$ cat src/rtl/qdco_pkg.sv
package qdco_pkg;

    // Wide signed accumulator used for all intermediate arithmetic
    localparam int ACC_W = 48;
    typedef logic signed [ACC_W-1:0] acc_t;

    // Phase register decision for one sample
    typedef enum logic [1:0] {
        PH_ADVANCE = 2'd0,
        PH_REALIGN = 2'd1,
        PH_CLIP_HI = 2'd2,
        PH_CLIP_LO = 2'd3
    } ph_action_t;

    // Arithmetic right shift with round-half-up
    function automatic acc_t round_shr(input acc_t v, input int sh);
        acc_t bias;
        if (sh <= 0) begin
            return v;
        end
        bias = acc_t'(1) <<< (sh - 1);
        return (v + bias) >>> sh;
    endfunction

    // Saturate v into [lo, hi]
    function automatic acc_t clamp_range(input acc_t v, input acc_t lo, input acc_t hi);
        if (v > hi) begin
            return hi;
        end
        if (v < lo) begin
            return lo;
        end
        return v;
    endfunction

endpackage

$ cat src/rtl/qdco_osc_core.sv
module qdco_osc_core
    import qdco_pkg::*;
#(
    parameter int DW      = 16,
    parameter int FRAC    = 15,
    parameter int AMP_LIM = 32440
) (
    input  logic                 clk,
    input  logic                 rst,
    input  logic                 en,
    input  logic signed [DW-1:0] step,
    output logic signed [DW-1:0] sin_q,
    output logic signed [DW-1:0] cos_q,
    output logic signed [DW-1:0] sin_nxt
);

    typedef struct packed {
        logic signed [DW-1:0] s;
        logic signed [DW-1:0] c;
    } osc_state_t;

    localparam acc_t AMP_HI = acc_t'(AMP_LIM);
    localparam acc_t AMP_LO = -acc_t'(AMP_LIM);

    osc_state_t cur, nxt;
    acc_t       prod_sc, prod_cs;
    acc_t       ds, dc;
    acc_t       sum_s, sum_c;

    always_comb begin
        // Both products read the state held before this sample
        prod_sc = acc_t'(step) * acc_t'(cur.c);
        prod_cs = acc_t'(step) * acc_t'(cur.s);
        ds      = round_shr(prod_sc, FRAC);
        dc      = round_shr(prod_cs, FRAC);
        sum_s   = clamp_range(acc_t'(cur.s) + ds, AMP_LO, AMP_HI);
        sum_c   = clamp_range(acc_t'(cur.c) - dc, AMP_LO, AMP_HI);
        nxt.s   = sum_s[DW-1:0];
        nxt.c   = sum_c[DW-1:0];
    end

    always_ff @(posedge clk) begin
        if (rst) begin
            cur.s <= '0;
            cur.c <= DW'(AMP_LIM);
        end else if (en) begin
            cur <= nxt;
        end
    end

    assign sin_q   = cur.s;
    assign cos_q   = cur.c;
    assign sin_nxt = nxt.s;

    AST_SIN_BOUND: assert property (@(posedge clk) disable iff (rst)
        (sin_q <= DW'(AMP_LIM)) && (sin_q >= -DW'(AMP_LIM)));
    AST_COS_BOUND: assert property (@(posedge clk) disable iff (rst)
        (cos_q <= DW'(AMP_LIM)) && (cos_q >= -DW'(AMP_LIM)));
    AST_OSC_HOLD: assert property (@(posedge clk) disable iff (rst)
        !en |=> $stable(sin_q) && $stable(cos_q));

endmodule

$ cat src/rtl/qdco_phase_acc.sv
module qdco_phase_acc
    import qdco_pkg::*;
#(
    parameter int DW      = 16,
    parameter int FRAC    = 15,
    parameter int PW      = 16,
    parameter int PH_FRAC = 12,
    parameter int PH_MAX  = 25736
) (
    input  logic                 clk,
    input  logic                 rst,
    input  logic                 en,
    input  logic signed [DW-1:0] step,
    input  logic signed [DW-1:0] sin_cur,
    input  logic signed [DW-1:0] sin_nxt,
    output logic signed [PW-1:0] phase_q
);

    localparam int   SHIFT  = FRAC - PH_FRAC;
    localparam acc_t PH_TOP = acc_t'(PH_MAX);

    acc_t       inc;
    acc_t       sum;
    acc_t       res;
    ph_action_t act;
    logic       fall_cross;

    always_comb begin
        inc        = round_shr(acc_t'(step), SHIFT);
        sum        = acc_t'(phase_q) + inc;
        fall_cross = !sin_cur[DW-1] && sin_nxt[DW-1];
        if (fall_cross) begin
            act = PH_REALIGN;
        end else if (sum > PH_TOP) begin
            act = PH_CLIP_HI;
        end else if (sum < 0) begin
            act = PH_CLIP_LO;
        end else begin
            act = PH_ADVANCE;
        end
        case (act)
            PH_REALIGN: res = '0;
            PH_CLIP_HI: res = PH_TOP;
            PH_CLIP_LO: res = '0;
            default:    res = sum;
        endcase
    end

    always_ff @(posedge clk) begin
        if (rst) begin
            phase_q <= '0;
        end else if (en) begin
            phase_q <= res[PW-1:0];
        end
    end

    AST_PHASE_BOUND: assert property (@(posedge clk) disable iff (rst)
        (phase_q >= 0) && (phase_q <= PW'(PH_MAX)));
    AST_ZC_REALIGN: assert property (@(posedge clk) disable iff (rst)
        (en && !sin_cur[DW-1] && sin_nxt[DW-1]) |=> (phase_q == '0));
    AST_PHASE_HOLD: assert property (@(posedge clk) disable iff (rst)
        !en |=> $stable(phase_q));

endmodule

$ cat src/rtl/quad_dco.sv
module quad_dco
    import qdco_pkg::*;
#(
    parameter int DW      = 16,
    parameter int FRAC    = 15,
    parameter int PW      = 16,
    parameter int PH_FRAC = 12,
    parameter int AMP_LIM = 32440,
    parameter int PH_MAX  = 25736
) (
    input  logic                 clk,
    input  logic                 rst,
    input  logic                 sample_i,
    input  logic signed [DW-1:0] step_i,
    output logic signed [DW-1:0] sin_o,
    output logic signed [DW-1:0] cos_o,
    output logic signed [PW-1:0] phase_o,
    output logic                 valid_o
);

    logic signed [DW-1:0] sin_cur;
    logic signed [DW-1:0] sin_nxt;

    qdco_osc_core #(
        .DW      (DW),
        .FRAC    (FRAC),
        .AMP_LIM (AMP_LIM)
    ) i_osc (
        .clk     (clk),
        .rst     (rst),
        .en      (sample_i),
        .step    (step_i),
        .sin_q   (sin_cur),
        .cos_q   (cos_o),
        .sin_nxt (sin_nxt)
    );

    qdco_phase_acc #(
        .DW      (DW),
        .FRAC    (FRAC),
        .PW      (PW),
        .PH_FRAC (PH_FRAC),
        .PH_MAX  (PH_MAX)
    ) i_phase (
        .clk     (clk),
        .rst     (rst),
        .en      (sample_i),
        .step    (step_i),
        .sin_cur (sin_cur),
        .sin_nxt (sin_nxt),
        .phase_q (phase_o)
    );

    assign sin_o = sin_cur;

    always_ff @(posedge clk) begin
        if (rst) begin
            valid_o <= 1'b0;
        end else begin
            valid_o <= sample_i;
        end
    end

    AST_VALID_AFTER_STROBE: assert property (@(posedge clk) disable iff (rst)
        sample_i |=> valid_o);
    AST_VALID_QUIET: assert property (@(posedge clk) disable iff (rst)
        !sample_i |=> !valid_o);

endmodule

$ cat config.mk
export PLATFORM = sky130hd
export DESIGN_NAME = quad_dco
export DESIGN_NICKNAME = d
export VERILOG_FILES = /design/src/rtl/qdco_pkg.sv /design/src/rtl/qdco_osc_core.sv /design/src/rtl/qdco_phase_acc.sv /design/src/rtl/quad_dco.sv
export SDC_FILE = /design/constraint.sdc
export NUM_CORES = 2
export LEC_CHECK = 0
export BUFFER_PORTS_ARGS = -buffer_cell sky130_fd_sc_hd__buf_2
export CAP_MARGIN = 20
export CORE_ASPECT_RATIO = 1.25
export CORE_MARGIN = 2
export CORE_UTILIZATION = 60
export CTS_CLUSTER_DIAMETER = 120
export DETAILED_ROUTE_END_ITERATION = 16
export GPL_ROUTABILITY_DRIVEN = 0
export PLACE_DENSITY = 0.79
export REMOVE_ABC_BUFFERS = 1
export SYNTH_ARGS = -nofsm -noshare
export SYNTH_HDL_FRONTEND = slang
export SYNTH_HIERARCHICAL = 1
export SYNTH_SLANG_ARGS = --single-unit
$ cat constraint.sdc
create_clock -name clk -period 12.08 [get_ports clk]
set_clock_uncertainty 0.2 [all_clocks]
set_input_delay 0.604 -clock clk [delete_from_list [all_inputs] [get_ports clk]]
set_output_delay 0.604 -clock clk [all_outputs]
set_load 0.01 [all_outputs]
Word level (Yosys, flattened, before mapping)
Index checks and enable logic that the tools add are counted.

Register bits after elaboration: 49. Bits of input ports: 19. Word-level logic and storage cells: 42.

$add $sub $neg: 6. Multipliers: 2. Magnitude comparators: 6. Equal/unequal tests: 3. Mux-type cells: 18. Reductions and logical operators: 3.

Operator list (number): $mux 16 (8); $gt 34x16->1 const B (2); $lt 34x16->1 const B (2); $add 32x16->33 const B (2); $mul 16x16->32 (2); $pmux 16 s2 (1); $add 16x18->19 (1); $sub 16x18->19 (1); $add 16x14->17 (1); $add 16x4->17 const B (1); $gt 17x16->1 const B (1); $lt 17x1->1 const B (1); $mux 1 (6); $mux 2 (3); $eq 2x2->1 const B (2); $eq 2x1->1 const B (1); $reduce_or 2->1 (1); $logic_and 1x1->1 (1); $logic_not 1->1 (1).

Longest topological paths before layout
Depth after elaboration: 13. Mapped depth: 38. Depth with buffers taken out: 35.

Cells and area by module
Netlist, hierarchy kept.

By module, submodules not included: qdco_osc_core (times used 1, cells each 2538, area an instance 22711.8 µm², sequential area each 640.6 µm²); qdco_phase_acc (times used 1, cells each 260, area an instance 2052.0 µm², sequential area each 320.3 µm²); quad_dco (times used 1, cells each 2, area an instance 33.8 µm², sequential area each 20.0 µm²).

Least setup slack after synthesis
No wires, ideal clock.

Path kind: in2reg. From: input step_i[1]. To: register i_osc.cur (netlist bit i_osc/sin_q[6]). Library setup time: 131 ps. Data arrival time: 8830 ps. Required time: 11749 ps. Setup slack: 2919 ps. Cell stages on the path: 34. Buffers on the path: 4. Path through: clkbuf_1 > clkbuf_1 > nand2_1 > fa_1 > fa_1 > inv_1 > fa_1 > fa_1 > fa_1 > fa_1 > ha_1 > a21o_1 > a21o_1 > a21oi_1 > nand2_1 > a211oi_1 > nor2_1 > or4_1 > a41o_1 > a21oi_1 > xnor2_1 > ha_1 > buf_6 > a221o_1 > a21o_1 > a21oi_4 > mux2i_1 > a211oi_2 > nand4_2 > nor4b_4 > o41ai_4 > buf_4 > nand2_1 > o32ai_1.

Word-level cells in the longest chain between the ends: 8. Elaborated cells on any way between the ends: 11. Classes of those cells: add/sub: 2; mul: 1; order compare: 2; mux: 6.

RTL lines: from (decl) (RTL line quad_dco.sv:14) `input logic signed [DW-1:0] step_i,`; $mul 16x16->32 (*) (RTL line qdco_osc_core.sv:32) `prod_sc = acc_t'(step) * acc_t'(cur.c);`; $add 32x16->33 (*) (RTL line qdco_pkg.sv:22) `return (v + bias) >>> sh;`; $add 16x18->19 (*) (RTL line qdco_osc_core.sv:36) `sum_s = clamp_range(acc_t'(cur.s) + ds, AMP_LO, AMP_HI);`; $lt 34x16->1 (RTL line qdco_pkg.sv:30) `if (v < lo) begin`; $mux 1 (2 in series) (RTL line qdco_pkg.sv:30); $mux 16 (RTL line qdco_pkg.sv:33) `return v;`; $mux 16 (*) (RTL line qdco_pkg.sv:30); to (signal assigned) (RTL line qdco_osc_core.sv:47) `cur <= nxt;`; to (decl) (RTL line qdco_osc_core.sv:25) `osc_state_t cur, nxt;`.

Mark *: on every way between the ends. The rest lies on a longest branch, timed or not. The select of a mux whose other input is x is not followed. A chain may end at the register's enable or synchronous reset.

Final worst setup path
From: register i_osc.cur (netlist bit i_osc/cos_q[7]). To: register i_phase.phase_q[8].

Word-level cells in the longest chain between the ends: 13. Elaborated cells on any way between the ends: 18. Classes of those cells: add/sub: 2; mul: 1; order compare: 2; eq/ne: 3; mux: 8; reduce/logical: 2.

RTL lines: $mul 16x16->32 (*) (RTL line qdco_osc_core.sv:32); $add 32x16->33 (*) (RTL line qdco_pkg.sv:22); $add 16x18->19 (*) (RTL line qdco_osc_core.sv:36); $lt 34x16->1 (RTL line qdco_pkg.sv:30); $mux 1 (2 in series) (RTL line qdco_pkg.sv:30); $mux 16 (RTL line qdco_pkg.sv:33); $mux 16 (*) (RTL line qdco_pkg.sv:30); net sin_nxt[15] (RTL line quad_dco.sv:22) `logic signed [DW-1:0] sin_nxt;`; $logic_and 1x1->1 (*) (RTL line qdco_phase_acc.sv:31) `fall_cross = !sin_cur[DW-1] && sin_nxt[DW-1];`; $mux 2 (*) (RTL line qdco_phase_acc.sv:32) `if (fall_cross) begin`; $eq 2x1->1 or $eq 2x2->1 (tied branches) (RTL line qdco_phase_acc.sv:41) `case (act)`; $reduce_or 2->1 (no source line); $pmux 16 s2 (*) (RTL line qdco_phase_acc.sv:41); to (signal assigned) (RTL line qdco_phase_acc.sv:53) `phase_q <= res[PW-1:0];`; to (decl) (RTL line qdco_phase_acc.sv:16) `output logic signed [PW-1:0] phase_q`.

The timed path passes the listed nets; every way through them passes the cells marked *. The select of a mux whose other input is x is not followed.

==> metrics.md <==
| Metric | Value |
|---|---|
| Status | finished, final reports clean |
| Critical setup path kind | register to register |
| Core occupancy in the finished layout | 62.5% |
| Area Growth Syn to Fin | 3.34% |
| First-pass DRT Iterations | 6 |
| Post-DP HPWL | 49,200 um |
| Dpl ws | between 1500 and 2000 ps |
| Crit. End Element | register |
| Least-Margin Pin Slew | 1230 ps |
| Synthesized instance count | 2,785 |
| Mean post-synth cell area | ~9 um^2 |
| HP Start | i_osc/sin_q[11] |
| CTS tree | built |
| Min-Delay Path Class | register to register |
| WL/cell | 19.0 um |
| Fin. Hold Viols | 0 |
| Worst r2r path cells | 30 |
| Die area | around 43,000 um^2 |
| Clk slew on worst S/H paths | around 80 ps |
| Total Routing Usage GR | 30.9% |
| Most Frequent Cell on Critical Path | fa_1 |
| Setup Fix Bufs, Post-CTS | 0 |
| Design area | 25,600 um^2 |
| Vias in the first global route | 21,134 |
| YS warnings | 6 |
| 1st-iter DRT viols | 1,363 |
| DRT antenna net count | 0 |
| Final max-slew violation count | 0 |
| Maximum fanout along the worst path | 19 |
| Data arrival, critical path | 10,060 ps |
| Starting Density | 60.4% |
| DRT Wirelength | 62,900 um |
| R2R Path Start | i_osc/cos_q[7] |
| Fin crit share | 83.2% |
| Nets | 3,534 |
| Row cnt | 83 |
| Hold_buf cts | 0 |
| Final min period | 10,050 ps |
| Number of setup violations in the final report | 0 |
| Final worst slack | between 2000 and 2500 ps |
| Core area | about 40,000 um^2 |
| CP max stage delay | 1030 ps |
| Hold depth | 2 |
| Worst skew pair latency | 310 ps |
| Worst flop-to-flop path endpoint | i_phase/phase_q[8] |
| Largest net degree at the start of global routing | 54 |
| Clock buffer count from CTS | 5 |
| Startpoint Class | register |
| Layout cells sized above 1 | around 5.4% |
| Buffer levels on the longest clock path | 2 |
| Synthesized cell area | between 20,000 and 25,000 um^2 |
| Remaining routing DRC violations | 0 |
| CTS H-tree depth | 2 |
| Crit-path slowest cell | dfxtp_1 |
| Die H | 231 um |
| Reg2reg setup slack | a little over 2000 ps |
| CP required | 12,090 ps |
| Die X | around 190 um |
| Detail-routed via count per cell | between 5 and 6 |
| Rel. slew slack | between 15 and 20% |
| Gr ovfl total | 0 |
| Via count | 19,447 |
| Setup TNS | 0 ps |
| Worst Hold Path EP | i_osc/sin_q[11] |
| Cell area after placement | 25,400 um^2 |
| Unrepaired setup endpoints after global routing | no |
| I/O pin total | 68 |
| Port bufs | 67 |
| Max-Cap Viols | 0 |
| Initial antenna violation count | 1 |
| Clock sink count | 49 |
| First-pass GRT wire length | 104,000 um |
| Antenna diodes | 0 |
| Root Buffer | clkbuf_16 |
| F_max | 0.0995 GHz |
| Post-cts resize count | 0 |
## per-layer routing
metal / vias to the layer above / track usage [%] / wire length [um]
met5: - / 0 / 0
met4: 0 / 20.6 / 4920
met3: 287 / 3.93 / 4470
met2: 824 / 53.0 / 31500
met1: 9803 / 36.0 / 22000
li1: 8533 / - / -
## area by class of cell
type | instances | area [um^2]
multi-input combinational | 1991 | 20900
fill | 3383 | 15400
inverter | 630 | 2360
sequential | 49 | 981
tap | 552 | 691
timing repair buffer | 88 | 493
clock buffer | 5 | 125
clock inverter | 3 | 28.8
## registers in the layout, summed over array words and instances (netlist names)
signal,count
i_phase/phase_q,16
valid_o,1
i_osc/sin_q,16
i_osc/cos_q,16
## cells in the final DEF, fill, tap and decap left out, types with 9 or more instances in the layout
cell type	count
o21ai_0	52
o21a_1	19
xor2_1	33
a21boi_0	14
nor3_1	23
a21o_1	40
xnor2_1	60
buf_2	67
nand2_1	329
nor2b_1	9
a31oi_1	11
a311oi_1	15
ha_1	213
nand4_1	15
a21oi_1	63
nand2b_1	22
and2_1	226
inv_1	630
a211oi_1	10
buf_4	21
dfxtp_1	49
nand3_1	25
fa_1	537
nor2_1	103
## worst max-delay path: cells and delay by family (launching register included)
family                     cells  cell delay [ps]
AOI/OAI and AO/OA             14             3360
xor gates and xnor gates       1               80
adders and majority gates      8             3930
buffers and inverters          2              180
DFF                            1             1030
and+or+nand+nor                5             1170
## per-stage QoR
| step | cells | hold slack (ps) |
|---|---|---|
| 2_1_floorplan | 2670 | 285 |
| 3_3_place_gp | 3310 | 273 |
| 3_5_place_dp | 3310 | 285 |
| 4_1_cts | 3318 | 297 |
| 5_1_grt | 3318 | 329 |
| 6_report | 3318 | 296 |
## worst max path at each step
stage,startpoint,end,cells past startpoint
2_1_floorplan,step_i[5],i_phase/phase_q[8],31
3_3_place_gp,step_i[8],i_phase/phase_q[8],33
3_5_place_dp,step_i[6],i_phase/phase_q[8],34
4_1_cts,i_osc/cos_q[7],i_phase/phase_q[8],30
5_1_grt,i_osc/cos_q[7],i_osc/sin_q[3],29
6_report,i_osc/cos_q[7],i_phase/phase_q[8],30
Power is not shown: default switching activity piles up to over one toggle a cycle in this logic, so the estimate is an artifact.
